[src/rtl/dedupMergePkg.sv]
package dedupMergePkg;
  typedef struct packed {
    logic loadA;
    logic loadB;
    logic pickB;
  } mergeStrobe_t;
endpackage

[src/rtl/dedupMergeCtrl.sv]
module dedupMergeCtrl
  import dedupMergePkg::*;
(
  input  logic         clk,
  input  logic         rstN,
  input  logic         aValid,
  input  logic         bValid,
  input  logic         outReady,
  input  logic         aFirst,
  input  logic         bFirst,
  output mergeStrobe_t strobe,
  output logic         aReady,
  output logic         bReady,
  output logic         outValid,
  output logic         validA,
  output logic         validB
);
  logic fire, takeA, takeB;

  always_comb begin
    outValid     = validA && validB;
    fire         = outValid && outReady;
    takeA        = fire && !bFirst;
    takeB        = fire && !aFirst;
    aReady       = !validA || takeA;
    bReady       = !validB || takeB;
    strobe.loadA = aValid && aReady;
    strobe.loadB = bValid && bReady;
    strobe.pickB = bFirst;
  end

  always_ff @(posedge clk or negedge rstN) begin
    if (!rstN) begin
      validA <= 1'b0;
      validB <= 1'b0;
    end else begin
      if (strobe.loadA)  validA <= 1'b1;
      else if (takeA)    validA <= 1'b0;
      if (strobe.loadB)  validB <= 1'b1;
      else if (takeB)    validB <= 1'b0;
    end
  end
endmodule

[src/rtl/dedupMergeData.sv]
module dedupMergeData
  import dedupMergePkg::*;
#(
  parameter int DATA_W  = 16,
  parameter bit DESCEND = 1'b0
) (
  input  logic              clk,
  input  logic [DATA_W-1:0] aData,
  input  logic [DATA_W-1:0] bData,
  input  mergeStrobe_t      strobe,
  output logic [DATA_W-1:0] headA,
  output logic [DATA_W-1:0] headB,
  output logic [DATA_W-1:0] outData,
  output logic              aFirst,
  output logic              bFirst
);
  always_ff @(posedge clk) begin
    if (strobe.loadA) headA <= aData;
    if (strobe.loadB) headB <= bData;
  end

  generate
    if (DESCEND) begin : gDesc
      assign aFirst = headA > headB;
      assign bFirst = headB > headA;
    end else begin : gAsc
      assign aFirst = headA < headB;
      assign bFirst = headB < headA;
    end
  endgenerate

  assign outData = strobe.pickB ? headB : headA;
endmodule

[src/rtl/dedupMerge.sv]
module dedupMerge
  import dedupMergePkg::*;
#(
  parameter int DATA_W  = 16,
  parameter bit DESCEND = 1'b0
) (
  input  logic              clk,
  input  logic              rstN,
  input  logic              aValid,
  output logic              aReady,
  input  logic [DATA_W-1:0] aData,
  input  logic              bValid,
  output logic              bReady,
  input  logic [DATA_W-1:0] bData,
  output logic              outValid,
  input  logic              outReady,
  output logic [DATA_W-1:0] outData
);
  mergeStrobe_t      strobe;
  logic              aFirst, bFirst, validA, validB;
  logic [DATA_W-1:0] headA, headB;

  dedupMergeCtrl ctrl (
    .clk(clk), .rstN(rstN), .aValid(aValid), .bValid(bValid),
    .outReady(outReady), .aFirst(aFirst), .bFirst(bFirst),
    .strobe(strobe), .aReady(aReady), .bReady(bReady),
    .outValid(outValid), .validA(validA), .validB(validB)
  );

  dedupMergeData #(.DATA_W(DATA_W), .DESCEND(DESCEND)) data (
    .clk(clk), .aData(aData), .bData(bData), .strobe(strobe),
    .headA(headA), .headB(headB), .outData(outData),
    .aFirst(aFirst), .bFirst(bFirst)
  );
endmodule

[config.mk]
export PLATFORM = sky130hd
export DESIGN_NAME = dedupMerge
export DESIGN_NICKNAME = d
export VERILOG_FILES = /design/src/rtl/dedupMergePkg.sv /design/src/rtl/dedupMergeCtrl.sv /design/src/rtl/dedupMergeData.sv /design/src/rtl/dedupMerge.sv
export SDC_FILE = /design/constraint.sdc
export NUM_CORES = 1
export LEC_CHECK = 0
export BUFFER_PORTS_ARGS = -buffer_cell sky130_fd_sc_hd__buf_2
export CORE_MARGIN = 5
export CORE_UTILIZATION = 50
export CTS_BUF_LIST = sky130_fd_sc_hd__clkbuf_4 sky130_fd_sc_hd__clkbuf_8 sky130_fd_sc_hd__clkbuf_16
export CTS_CLUSTER_DIAMETER = 30
export DETAILED_ROUTE_END_ITERATION = 6
export PLACE_DENSITY = 0.79
export SLEW_MARGIN = 20
export SYNTH_ARGS = -nofsm -noshare
export SYNTH_HDL_FRONTEND = slang
export SYNTH_SLANG_ARGS = --single-unit
[constraint.sdc]
create_clock -name clk -period 3.9 [get_ports clk]
set_input_delay 1.17 -clock clk [delete_from_list [all_inputs] [get_ports clk]]
set_output_delay 1.17 -clock clk [all_outputs]
set_load 0.02 [all_outputs]
After elaboration in Yosys (flattened, before gate mapping)
Index checks and enable logic that the tools add are counted.
Storage, ports and cells
  output and inout bits: 19
  flip-flop bits (word level): 34
  bits of input ports: 37
Operators by class
  multiplexer cells: 5
  order comparisons: 2
  reductions and logical operators: 14
Operator list (number)
  16-bit less-than comparator: 2
  16-bit two-way mux: 1
  1-bit logical AND: 6
  1-bit zero test: 4
  1-bit two-way mux: 4
  2-bit nonzero test: 2
  1-bit logical OR: 2

Logic depth before layout (Yosys ltp)
  depth after elaboration: 6
  gate-level depth with buffers: 8
  depth with buffers taken out: 7

Modules after synthesis
Synthesis repeated with hierarchy kept, for this count alone.
Unflattened totals
  cells, all modules: 138
  area, all modules: 1670.4 sq um
By module, submodules not included
  dedupMergeData: cells each 126, times used 1, area each 1545.2 sq um
  dedupMergeCtrl: cells each 12, times used 1, area each 125.1 sq um

Worst setup path after synthesis
OpenSTA, ideal clock, no wires.
  kind: flip-flop to flip-flop
  start: reg data.headB[11]
  end: reg data.headB[0], enable pin
  setup slack: 0.589 ns
  arrival time: 2.891 ns
  data required time: 3.481 ns
  setup time: 0.419 ns
  path buffers: 1
  stages on the path, launching flop included: 8
  cells stage by stage: edfxtp_1 -> ha_1 -> a21oi_1 -> o21ai_1 -> a21oi_2 -> nand3_4 -> buf_12 -> a311oi_1
RTL lines
  start: declaration: RTL line dedupMergeData.sv:12  | output logic [DATA_W-1:0] headB,
  start signal: assignment: RTL line dedupMergeData.sv:19  | if (strobe.loadB) headB <= bData;

Final worst setup path
  start: reg data.headB[15]
  end: out outData[3]
Between the ends
  word-level cells in the longest chain between the ends: 2
RTL lines
  16-bit less-than comparator: RTL line dedupMergeData.sv:28  | assign bFirst = headB < headA;
  16-bit two-way mux: RTL line dedupMergeData.sv:32  | assign outData = strobe.pickB ? headB : headA;
  end: declaration: RTL line dedupMerge.sv:17  | output logic [DATA_W-1:0] outData
No other way between the ends.

==> metrics.csv <==
stage,metric,value,unit
global_route,largest net degree at the start of global routing,20,
finish,antenna cells,0,
synthesis,Async SR Flop Fraction,5.882,%
synthesis,Syn Area/Cell,14.12,µm²
routing,final WL,3.316,mm
routing,DR WL/cell,14.17,µm
clocking,TritonCTS Buffers,5,
timing,worst slew pin tran,0.7829,ns
hold_path,hold crit path type,input port to asynchronous set/reset pin,
global_route,total track usage,14.87,%
synthesis,syn nets,178,
synthesis,register area share after synthesis,57.26,%
pwr,Worst VDD drop,0.2780,mV
timing,Final Skew,0.008869,ns
synthesis,Post-Synthesis Cells,125,
global_route,initial antenna violation count,0,
pwr,clock share of power,24.0,%
setup_path,crit-path max FO,19,
timing,Rel. slew slack,47.81,%
global_route,first-pass GRT wire length,5.609,mm
floorplanning,die height,69.42,µm
clocking,Hold Buf Count CTS,0,
pwr,Comb power frac,23.8,%
setup_path,CP Data Arrival Time,2.52,ns
place,Port Buffers,55,
finish,Area growth syn-to-layout,22.11,%
floorplanning,core footprint,3390,µm²
routing,DR pass1 iterations,4,
timing,pins over their slew limit,0,
pwr,Sw Ratio,28.01,%
finish,final net count,240,
routing,DRT antenna net count,0,
timing,period utilisation layout,94.73,%
routing,vias,1170,
routing,Post-route DRC,0,
place,DP Cell Count,226,
synthesis,"EDFF count, synth",32,
synthesis,register bit count reported by yosys,34,
floorplanning,Initial Utilization,52.09,%
synthesis,most numerous cell in the Yosys netlist,edfxtp_1,
synthesis,Synth cell types,26,
synthesis,largest area contributor in the netlist,edfxtp_1,
clocking,H-Tree Depth,2,
floorplanning,Die X,69.42,µm
setup_path,crit start category,register,
timing,final setup fails,0,
finish,Non-Filler Instances,234,
setup_path,nature of the critical path endpoint,primary output,
timing,post-route minimum period,3.694,ns
timing,top achievable clock speed,270.7,MHz
synthesis,main area contributors after synthesis,"edfxtp_1 (54%), ha_1 (11%), mux2_4 (6.0%), mux2_2 (5.7%), inv_1 (4.3%)",
routing,first-iteration detailed-routing DRC count,74,
outcome,status,completed,
setup_path,Setup CP Type,register to primary output,
synthesis,total of warnings raised by yosys,0,
pwr,Leakage Power,1.000,nW
synthesis,Post-synth top cells,"edfxtp_1 (32), inv_1 (20), ha_1 (16), mux2_2 (9), nand2_1 (9)",
pwr,Pint,0.6128,mW
setup_path,Required @ worst endpoint,2.73,ns
clocking,clock sink count,34,
synthesis,Yosys top cell area share,54.43,%
synthesis,Post-Synthesis Cell Area,1765,µm²
timing,final setup TNS,0,ns
routing,Vias/cell,5.000,
synthesis,predominant post-synthesis flop cell,edfxtp_1,
floorplanning,die area,4819,µm²
pwr,Cell Pwr Density,394.8,nW/µm²
pwr,register share of total power,52.1,%
clocking,Clk Tree Root Cell,clkbuf_4,
place,GPL Wtd Cong,0.7626,
floorplanning,Core Rows,21,
pwr,total power,0.8512,mW
clocking,TritonCTS clock tree,built,
global_route,grt ovf,0,
place,post-DP HPWL,2.574,mm
flow_run,Max-cap violations,0,
clocking,"Clk pin slew, worst setup/hold paths",0.10,ns
pwr,P_sw,0.2384,mW
clocking,Longest Clk Path Bufs,2,
global_route,vias in the first global route,1217,
clocking,"Clk Latency, worst-skew pair",0.33,ns
floorplanning,IO Count,56,
timing,final-report hold violation count,0,
finish,layout cells sized above 1,46.28,%
timing,RSZ-0062 raised after global routing,no,
flip-flops by register name, summed over array words and instances (netlist names):
name,count
data.headA,16
ctrl.validB,1
data.headB,16
ctrl.validA,1
layer usage:
| layer | GRT usage [%] | up-vias | part of all wire [%] |
|---|---|---|---|
| li1 | - | 579 | - |
| met1 | 17.91 | 541 | 42 |
| met2 | 23.41 | 42 | 48 |
| met3 | 6.377 | 8 | 8.7 |
| met4 | 5.857 | 0 | 1.7 |
| met5 | 0 | - | 0 |
what timing repair did:
| action | in CTS | in global routing |
|---|---|---|
| resized for setup | 0 | 0 |
| setup buffers | 0 | 0 |
| setup endpoints to repair | 0 | 8 |
power by group through the flow:
stage / Clock (mW) / Sequential [mW] / Combinational, mW
after floorplan: 0 / 0.448 / 0.147
after global placement: 0 / 0.450 / 0.202
after detailed placement: 0 / 0.453 / 0.206
after CTS: 0.212 / 0.444 / 0.207
after global routing: 0.231 / 0.447 / 0.225
final: 0.205 / 0.444 / 0.203
layout make-up:
| cell class | count | area (µm²) |
|---|---|---|
| Tap cell | 46 | 57.56 |
| Inverter | 20 | 75.07 |
| Timing Repair Buffer | 56 | 282.8 |
| Sequential cell | 34 | 1011 |
| Clock buffer | 7 | 58.81 |
| Multi-Input combinational cell | 70 | 665.6 |
| Fill cell | 269 | 1234 |
| Clock inverter | 1 | 5.005 |
worst max-delay path, cell delays in order, from the launching register on:
cell and delay [ns]:
edfxtp_1 0.41, ha_1 0.35, nand4_2 0.17, nor4_4 0.33
o21ai_2 0.13, nand3_4 0.26, mux2_2 0.38, buf_2 0.16
per-stage QoR:
stage	hold WS (ns)	worst slack [ns]	instance area (µm²)	utilization, %
4_1_cts	0.5882	0.1312	2156	63.60
3_3_place_gp	0.5735	0.6039	2092	61.72
3_5_place_dp	0.5972	0.5193	2092	61.72
2_1_floorplan	0.5475	0.5892	1765	-
5_1_grt	0.5786	0.02112	2156	63.60
6_report	0.6037	0.2055	2156	63.60
layout by cell type, fill, tap and decap left out, types with 2 or more instances in the layout:
master / instances
inv_1: 20
buf_2: 55
dfrtp_1: 2
mux2_2: 9
nor2_1: 2
mux2_4: 7
clkbuf_4: 6
o21ai_0: 2
edfxtp_1: 32
a31oi_1: 2
nand2b_1: 2
nand4_2: 2
a21oi_1: 7
ha_1: 16
nand2_1: 9
kinds of logic (layout without fill, tap and decap cells):
group                      Yosys count  after routing  share of synthesized area, %
buffers and inverters               21             84                         5.386
adders and majority gates           16             16                         11.34
muxes                               16             16                         11.69
DFF                                 34             34                         57.26
and+or+nand+nor                     18             18                         7.016
AOI/OAI and AO/OA                   20             20                         7.300
final timing paths:
path | startpoint | end | slack, ns | cells past startpoint
worst max register to register | data.headB[11]$_DFFE_PP_ | data.headB[4]$_DFFE_PP_ | 0.93 | 7
min in group clk | ctrl.validA$_DFFE_PN0P_ | ctrl.validA$_DFFE_PN0P_ | 0.61 | 2
worst min-delay path | rstN | ctrl.validA$_DFFE_PN0P_ | 0.60 | 1
max in group asynchronous | rstN | ctrl.validB$_DFFE_PN0P_ | 3.19 | 1
worst max-delay path | data.headB[15]$_DFFE_PP_ | outData[3] | 0.21 | 7
worst min register to register | ctrl.validA$_DFFE_PN0P_ | ctrl.validA$_DFFE_PN0P_ | 0.61 | 2
No activity file was read; power rests on OpenSTA's default activity.
